==> src/rtl/tmr_pkg.sv <==
package tmr_pkg;
  typedef enum logic [1:0] {
    FMT_SNAP = 2'b00,
    FMT_HI   = 2'b01,
    FMT_LO   = 2'b10,
    FMT_LOHI = 2'b11
  } acc_fmt_e;

  localparam logic [1:0] SEL_READBACK = 2'b11;
endpackage

==> src/rtl/tmr_ctl_decode.sv <==
module tmr_ctl_decode #(
  parameter int NCH = 3,
  parameter int AW  = 2,
  parameter int BW  = 8
) (
  input  logic                wr_en,
  input  logic                rd_en,
  input  logic [AW-1:0]       addr,
  input  logic [BW-1:0]       wr_data,
  output logic [NCH-1:0]      ctl_hit,
  output logic [NCH-1:0]      snap_req,
  output logic [NCH-1:0]      wr_hit,
  output logic [NCH-1:0]      rd_hit,
  output tmr_pkg::acc_fmt_e   fmt,
  output logic [2:0]          mode,
  output logic                bcd
);
  import tmr_pkg::*;

  localparam logic [AW-1:0] CTL_ADDR = AW'(NCH);

  logic       ctl_wr;
  logic [1:0] sel;

  assign ctl_wr = wr_en && (addr == CTL_ADDR);
  assign sel    = wr_data[7:6];
  assign fmt    = acc_fmt_e'(wr_data[5:4]);
  assign mode   = wr_data[3:1];
  assign bcd    = wr_data[0];

  for (genvar i = 0; i < NCH; i++) begin : g_ch
    logic named;
    assign named       = ctl_wr && (sel == 2'(i));
    assign ctl_hit[i]  = named && (fmt != FMT_SNAP);
    assign snap_req[i] = (named && (fmt == FMT_SNAP)) ||
                         (ctl_wr && (sel == SEL_READBACK) && wr_data[i+1]);
    assign wr_hit[i]   = wr_en && (addr == AW'(i));
    assign rd_hit[i]   = rd_en && (addr == AW'(i));
  end
endmodule

==> src/rtl/tmr_chan_port.sv <==
module tmr_chan_port #(
  parameter int BW = 8,
  localparam int CW = 2 * BW
) (
  input  logic              clk,
  input  logic              rst,
  input  logic              ctl_hit,
  input  logic              snap_req,
  input  logic              wr_hit,
  input  logic              rd_hit,
  input  tmr_pkg::acc_fmt_e ctl_fmt,
  input  logic [2:0]        ctl_mode,
  input  logic              ctl_bcd,
  input  logic [BW-1:0]     wr_data,
  input  logic [CW-1:0]     live,
  output logic              load,
  output logic [CW-1:0]     count,
  output logic [2:0]        mode,
  output logic              bcd,
  output logic [BW-1:0]     rd_byte
);
  import tmr_pkg::*;

  acc_fmt_e      fmt_q;
  logic          wr_tog, rd_tog, held_v;
  logic [BW-1:0] low_q;
  logic [CW-1:0] held_q, src;
  logic          pick_hi;

  always_ff @(posedge clk) begin
    if (rst) begin
      fmt_q  <= FMT_LOHI;
      mode   <= '0;
      bcd    <= 1'b0;
      wr_tog <= 1'b0;
      rd_tog <= 1'b0;
      low_q  <= '0;
      held_q <= '0;
      held_v <= 1'b0;
      load   <= 1'b0;
      count  <= '0;
    end else begin
      load <= 1'b0;
      if (wr_hit) begin
        unique case (fmt_q)
          FMT_LO: begin
            count <= {{BW{1'b0}}, wr_data};
            load  <= 1'b1;
          end
          FMT_HI: begin
            count <= {wr_data, {BW{1'b0}}};
            load  <= 1'b1;
          end
          default: begin
            if (!wr_tog) begin
              low_q  <= wr_data;
              wr_tog <= 1'b1;
            end else begin
              count  <= {wr_data, low_q};
              load   <= 1'b1;
              wr_tog <= 1'b0;
            end
          end
        endcase
      end
      if (rd_hit) begin
        if (fmt_q == FMT_LOHI) rd_tog <= ~rd_tog;
        if (held_v && (fmt_q != FMT_LOHI || rd_tog)) held_v <= 1'b0;
      end
      if (ctl_hit) begin
        fmt_q  <= ctl_fmt;
        mode   <= ctl_mode;
        bcd    <= ctl_bcd;
        wr_tog <= 1'b0;
        rd_tog <= 1'b0;
        held_v <= 1'b0;
      end else if (snap_req && !held_v) begin
        held_q <= live;
        held_v <= 1'b1;
      end
    end
  end

  assign src     = held_v ? held_q : live;
  assign pick_hi = (fmt_q == FMT_HI) || (fmt_q == FMT_LOHI && rd_tog);
  assign rd_byte = pick_hi ? src[CW-1:BW] : src[BW-1:0];
endmodule

==> src/rtl/tmr_bus_if.sv <==
module tmr_bus_if #(
  parameter int NCH = 3,
  parameter int AW  = 2,
  parameter int BW  = 8,
  localparam int CW = 2 * BW
) (
  input  logic               clk,
  input  logic               rst,
  input  logic               wr_en,
  input  logic               rd_en,
  input  logic [AW-1:0]      addr,
  input  logic [BW-1:0]      wr_data,
  output logic [BW-1:0]      rd_data,
  input  logic [NCH*CW-1:0]  ch_live,
  output logic [NCH-1:0]     ch_load,
  output logic [NCH*CW-1:0]  ch_count,
  output logic [NCH*3-1:0]   ch_mode,
  output logic [NCH-1:0]     ch_bcd
);
  import tmr_pkg::*;

  logic [NCH-1:0] ctl_hit, snap_req, wr_hit, rd_hit;
  acc_fmt_e       dec_fmt;
  logic [2:0]     dec_mode;
  logic           dec_bcd;
  logic [BW-1:0]  rd_byte [NCH];
  logic [BW-1:0]  rd_sel;

  tmr_ctl_decode #(.NCH(NCH), .AW(AW), .BW(BW)) u_dec (
    .wr_en    (wr_en),
    .rd_en    (rd_en),
    .addr     (addr),
    .wr_data  (wr_data),
    .ctl_hit  (ctl_hit),
    .snap_req (snap_req),
    .wr_hit   (wr_hit),
    .rd_hit   (rd_hit),
    .fmt      (dec_fmt),
    .mode     (dec_mode),
    .bcd      (dec_bcd)
  );

  for (genvar i = 0; i < NCH; i++) begin : g_chan
    tmr_chan_port #(.BW(BW)) u_port (
      .clk      (clk),
      .rst      (rst),
      .ctl_hit  (ctl_hit[i]),
      .snap_req (snap_req[i]),
      .wr_hit   (wr_hit[i]),
      .rd_hit   (rd_hit[i]),
      .ctl_fmt  (dec_fmt),
      .ctl_mode (dec_mode),
      .ctl_bcd  (dec_bcd),
      .wr_data  (wr_data),
      .live     (ch_live[i*CW +: CW]),
      .load     (ch_load[i]),
      .count    (ch_count[i*CW +: CW]),
      .mode     (ch_mode[i*3 +: 3]),
      .bcd      (ch_bcd[i]),
      .rd_byte  (rd_byte[i])
    );
  end

  always_comb begin
    rd_sel = '0;
    for (int i = 0; i < NCH; i++)
      if (addr == AW'(i)) rd_sel = rd_byte[i];
  end

  always_ff @(posedge clk) begin
    if (rst)        rd_data <= '0;
    else if (rd_en) rd_data <= rd_sel;
  end
endmodule

==> config.mk <==
export PLATFORM = sky130hd
export DESIGN_NAME = tmr_bus_if
export DESIGN_NICKNAME = d
export VERILOG_FILES = /design/src/rtl/tmr_pkg.sv /design/src/rtl/tmr_ctl_decode.sv /design/src/rtl/tmr_chan_port.sv /design/src/rtl/tmr_bus_if.sv
export SDC_FILE = /design/constraint.sdc
export NUM_CORES = 1
export LEC_CHECK = 0
export ABC_AREA = 1
export BUFFER_PORTS_ARGS = -buffer_cell sky130_fd_sc_hd__buf_4
export CORE_UTILIZATION = 45
export DETAILED_ROUTE_END_ITERATION = 8
export GPL_TIMING_DRIVEN = 0
export PLACE_DENSITY_LB_ADDON = 0.3
export SETUP_SLACK_MARGIN = 0.02
export SLEW_MARGIN = 10
export SYNTH_ARGS = -nofsm -noshare
export SYNTH_HDL_FRONTEND = slang
export SYNTH_SLANG_ARGS = --single-unit
==> constraint.sdc <==
create_clock -name clk -period 3.4 [get_ports clk]
set_input_delay 0.51 -clock clk [delete_from_list [all_inputs] [get_ports clk]]
set_output_delay 0.51 -clock clk [all_outputs]
set_load 0.005 [all_outputs]
== Yosys cells after proc, flatten, opt, wreduce, memory -nomap -nowiden ==
Cells that the tools add are included.

* Register bits: 158
* Input bits: 62
* Output and inout port bits: 71

* Equality and inequality tests: 18
* Multiplexer cells: 33
* Bitwise gates (word level): 15
* Reduce and logical (&&, ||, !) cells: 81

{| class="wikitable"
|+ Operators by type and width
! operator !! count
|-
| $mux W16 || 6
|-
| $pmux W16 S2 || 3
|-
| $mux W8 || 6
|-
| $reduce_and A2 Y1 || 15
|-
| $logic_and A1 B1 Y1 || 29
|-
| $eq A2 B2 Y1 const B || 10
|-
| $mux W1 || 18
|-
| $reduce_or A2 Y1 || 9
|-
| $not A1 Y1 || 15
|-
| $reduce_bool A2 Y1 || 7
|-
| $eq A2 B1 Y1 const B || 5
|-
| $logic_or A1 B1 Y1 || 9
|-
| $reduce_and A3 Y1 || 3
|-
| $reduce_bool A3 Y1 || 3
|-
| $logic_not A2 Y1 || 3
|-
| $ne A2 B2 Y1 const B || 3
|-
| $logic_not A1 Y1 || 3
|}

== Longest topological paths before layout ==
* Depth after elaboration: 8
* Gate-level depth with buffers: 11
* Mapped depth without buffers: 11

== By module ==
From an unflattened synthesis, not the netlist that was laid out.

* Cell total of the unflattened synthesis: 1173
* Area total of the unflattened synthesis: 7754.9 sq um

{| class="wikitable"
|+ Modules (own cells, without submodules)
! module !! instances !! cells each !! area each (sq um)
|-
| tmr_chan_port || 3 || 351 || 2353.5
|-
| tmr_bus_if || 1 || 79 || 495.5
|-
| tmr_ctl_decode || 1 || 41 || 198.9
|}

== Least setup slack after synthesis ==
No wires, ideal clock.

* Path kind: register to register
* Start: reg g_chan[0].u_port.fmt_q[0]
* End: reg g_chan[0].u_port.count[6]
* Arrival: 1.641 ns
* Data required time: 3.326 ns
* Setup slack: 1.685 ns
* Cell stages (with the launch flop): 10
* Period minus slack after synthesis: 1.715 ns
* Cells stage by stage: dfxtp_1 > inv_1 > ha_1 > buf_2 > inv_1 > nor2_1 > nor2_1 > buf_2 > o21ai_0 > a31oi_1

* Word-level cells in the longest chain between the ends: 3
* Elaborated cells between the ends (all ways): 5
* Those cells by class: eq/ne (2); mux (1); reduce/logical (2)

{| class="wikitable"
|+ Ends and longest elaborated chain
! what !! RTL line !! RTL
|-
| start: declaration || tmr_chan_port.sv:24 || <nowiki>acc_fmt_e fmt_q;</nowiki>
|-
| start signal: assignment || tmr_chan_port.sv:71 || <nowiki>fmt_q <= ctl_fmt;</nowiki>
|-
| $eq A2 B2 Y1 / $eq A2 B1 Y1 (equally long branches) || tmr_chan_port.sv:45 || <nowiki>unique case (fmt_q)</nowiki>
|-
| $reduce_bool A3 Y1 (no line) || n/a ||
|-
| $reduce_and A2 Y1 (no line) || n/a ||
|-
| end signal: assignment || tmr_chan_port.sv:47 || <nowiki>count <= {{BW{1'b0}}, wr_data};</nowiki>
|-
| end signal: assignment || tmr_chan_port.sv:51 || <nowiki>count <= {wr_data, {BW{1'b0}}};</nowiki>
|-
| end signal: assignment || tmr_chan_port.sv:59 || <nowiki>count <= {wr_data, low_q};</nowiki>
|-
| end: declaration || tmr_chan_port.sv:17 || <nowiki>output logic [CW-1:0] count,</nowiki>
|}

Parallel ways exist; a longest one is shown, timed or not.
A chain may end at the register's enable or synchronous reset.

== Final worst setup path ==
* Start: reg g_chan[0].u_port.fmt_q[0]
* End: reg g_chan[0].u_port.count[14]

Same word-level chain as after synthesis.

==> key figures <==
Power
  • Tot Pwr: between 4 and 5 mW
  • Comb pwr share: a little under a tenth
  • Total internal power: approximately 3.2 mW
  • Switching power total: between 1 and 1.5 mW
  • Leakage dissipation: ~4.0 nW
  • Clock network fraction of design power: between 40 and 50%
  • Seq pwr share: between 40 and 50%
  • Net Sw Frac: between 20% and 30%
  • Worst VDD drop: 0.358 mV
  • PwrDens: between 400 and 500 mW/mm2

Routing
  • DRC: 0
  • Initial DRC Count: 648
  • First-pass detailed-route iteration total: 5
  • DRT antenna net count: 0
  • Via/cell ratio: about 5.2
  • Vias: around 7400
  • Routed WL: between 20000 and 25000 um
  • Routed WL per cell: around 15 um

Yosys
  • Asr flop ratio synth: 0%
  • Syn Area/Cell: between 7 and 8 um2
  • Post-synthesis sequential area ratio: approximately 43%
  • Synth unique cells: 30
  • Post-Synthesis Cells: just over 1000
  • Number of flops mapped to enable cells by yosys: 0
  • Yosys Warn Count: 0
  • Synth Register Bits: about 160
  • Top FF cell, synth: dfxtp_1
  • Post-Syn Nets: between 1000 and 1500
  • Mapped Area: roughly 0.0073 mm2

STA
  • RSZ-0062 raised after global routing: no
  • Setup TNS Final: 0 ns
  • Max Clock Freq: 479 MHz
  • Worst-Margin Slew: approximately 0.73 ns
  • Fin. Hold Viols: 0
  • Min Clock Period, post-route: between 2 and 2.5 ns
  • Slew Limit Headroom: between 50% and 60%
  • Final Cycle Share: 61.4%
  • Post-Route Skew: 0.0115 ns
  • Final setup viols: 0
  • Final Slew Violations: 0
  • Hold WS: approximately 0.33 ns

Final layout
  • Antenna cells: 0
  • # fillers: about 1500
  • Storage cell area: between 0.003 and 0.004 mm2
  • Commonest non-fill, non-tap cell in the layout: nand2_1
  • Area grow syn2layout: 24.8%
  • Multi-input logic area: roughly 0.0035 mm2
  • Commonest cells after routing, fill and taps aside: nand2_1 (264), dfxtp_1 (158), buf_4 (144)
  • Share of cells above drive strength 1: between 10% and 20%
  • Final #Nets: roughly 1300
  • Final Core Density: roughly 58%

GRT
  • Met1 Usage GRT: ~33%
  • Largest net degree at the start of global routing: 17
  • Grt ovf: 0
  • Vias in the first global route: roughly 6400
  • First-pass GRT wire length: about 33000 um
  • All-Layer GR Usage: around a quarter
  • Antenna violations before repair: 0
  • Most Used Layer, Global Route: met2
  • Met2 Use GR: 41.5%
  • GRT met3 Usage: between 5 and 6%

Clock tree
  • CTS H-tree lvls: 4
  • Clock Tree Root: clkbuf_16
  • Hold Buf Count CTS: 0
  • CTS tree: built
  • Post CTS Setup Buffer Count: 0
  • CTS resizes: 0
  • Clock Tree Buf Depth: 2
  • Clock transition at path regs: ~0.060 ns
  • Sink Count: approximately 160
  • TritonCTS Buffers: 17
  • Worst-Skew Late Latency: between 0.4 and 0.5 ns

Die
  • Die area: 0.0168 mm2
  • Ports: between 100 and 150
  • Chip width: 130 um
  • Placeable Area: 0.0159 mm2
  • Starting Density: 46.1%
  • Die Span Y: roughly 130 um
  • # rows: 46

Worst setup path
  • Crit Path Max Fanout: 9
  • Crit Path Class: flip-flop to flip-flop
  • Worst Setup Start Kind: flip-flop
  • Setup crit end kind: flip-flop
  • Slowest CP cell: nor2_1
  • WP data required: ~3.8 ns
  • Crit path buffers/inverters: 3
  • Worst path max stage delay: 0.42 ns
  • Worst path cell trace: inv_1 > ha_1 > buf_2 > inv_1 > nor2_1 > nor2_1 > nand2_1 > o21ai_0
  • Worst Path Arrival: ~2.4 ns
  • Crit path max-delay family: simple AND/OR/NAND/NOR gates

Placed design
  • IO Port Bufs: 130
  • Global placement routability congestion: just under 0.9
  • Post-DP HPWL: about 15000 um

Outcome
  • Status: completed

Min path
  • Hold Path Class: input port to flip-flop

Job
  • Max-Cap Viols: 0
through the flow:
step | worst slack [ns] | cell area, um2 | instances
2_1_floorplan | 1.69 | 7350 | 1036
3_3_place_gp | 1.34 | 8600 | 1382
3_5_place_dp | 1.32 | 8600 | 1382
4_1_cts | 1.30 | 9170 | 1413
5_1_grt | 1.08 | 9170 | 1413
6_report | 1.31 | 9170 | 1413
kinds of logic (layout without fill, tap and decap cells):
| kind of cell | count (synthesis) | count (layout) | synth area share (%) |
|---|---|---|---|
| AND/OR/NAND/NOR | 503 | 503 | 30.4 |
| buffers and inverters | 146 | 307 | 8.95 |
| XOR/XNOR | 3 | 3 | 0.358 |
| adder cells (fa/ha/maj) | 9 | 9 | 1.53 |
| flip-flops | 158 | 158 | 43.0 |
| AO/OA/AOI/OAI | 217 | 217 | 15.7 |
state kept, by name (all words and copies together), names as in the netlist:
register and count:
g_chan.u_port.held_v 3, g_chan.u_port.low_q 24, g_chan.u_port.count 48, g_chan.u_port.mode 9, g_chan.u_port.held_q 48, rd_data 8, g_chan.u_port.fmt_q 6, g_chan.u_port.load 3
g_chan.u_port.wr_tog 3, g_chan.u_port.bcd 3, g_chan.u_port.rd_tog 3
Yosys cell counts (7+ instances only):
library cell	count	share of area [%]
clkbuf_1	35	1.8
buf_2	11	0.75
nand3_1	143	9.7
o211ai_1	8	0.82
a31oi_1	26	2.2
buf_4	14	1.4
inv_1	65	3.3
o21ai_0	98	6.7
nand2_1	264	13
a21oi_1	78	5.3
nand3_2	11	1.5
buf_1	7	0.36
nor2_1	73	3.7
dfxtp_1	158	43
ha_1	9	1.5
worst paths after layout:
kind / startpoint / endpoint / slack, ns / depth (start not counted)
max: g_chan[0].u_port.fmt_q[0]$_SDFFE_PP1P_ / g_chan[0].u_port.count[14]$_SDFFE_PP0P_ / 1.31 / 8
min: rst / g_chan[1].u_port.load$_SDFF_PP0_ / 0.33 / 2
min reg2reg: g_chan[0].u_port.low_q[4]$_SDFFE_PP0P_ / g_chan[0].u_port.low_q[4]$_SDFFE_PP0P_ / 0.44 / 2
max reg2reg: g_chan[0].u_port.fmt_q[0]$_SDFFE_PP1P_ / g_chan[0].u_port.count[14]$_SDFFE_PP0P_ / 1.31 / 8
power groups by stage:
stage,combinational [mW],clock [mW],sequential (mW)
6_report,0.405,1.89,1.92
5_1_grt,0.447,1.98,1.93
4_1_cts,0.402,1.89,1.92
3_5_place_dp,0.400,0,1.96
3_3_place_gp,0.396,0,1.96
2_1_floorplan,0.225,0,1.96
routing by layer:
layer	part of all wire [%]	routed length [um]
met5	0	0
met4	1.7	350
met3	6.3	1330
met2	47	9950
met1	45	9520
cell type report:
type	instances	area share [%]
multi-input cells	732	38.5
well taps	216	2.95
inverters	74	3.06
repair buffers	130	10.6
clock inverters	9	1.23
clock buffers	22	5.06
flip-flops and latches	158	34.5
plain buffers	72	4.12
Power figures use the tool's default switching activity.
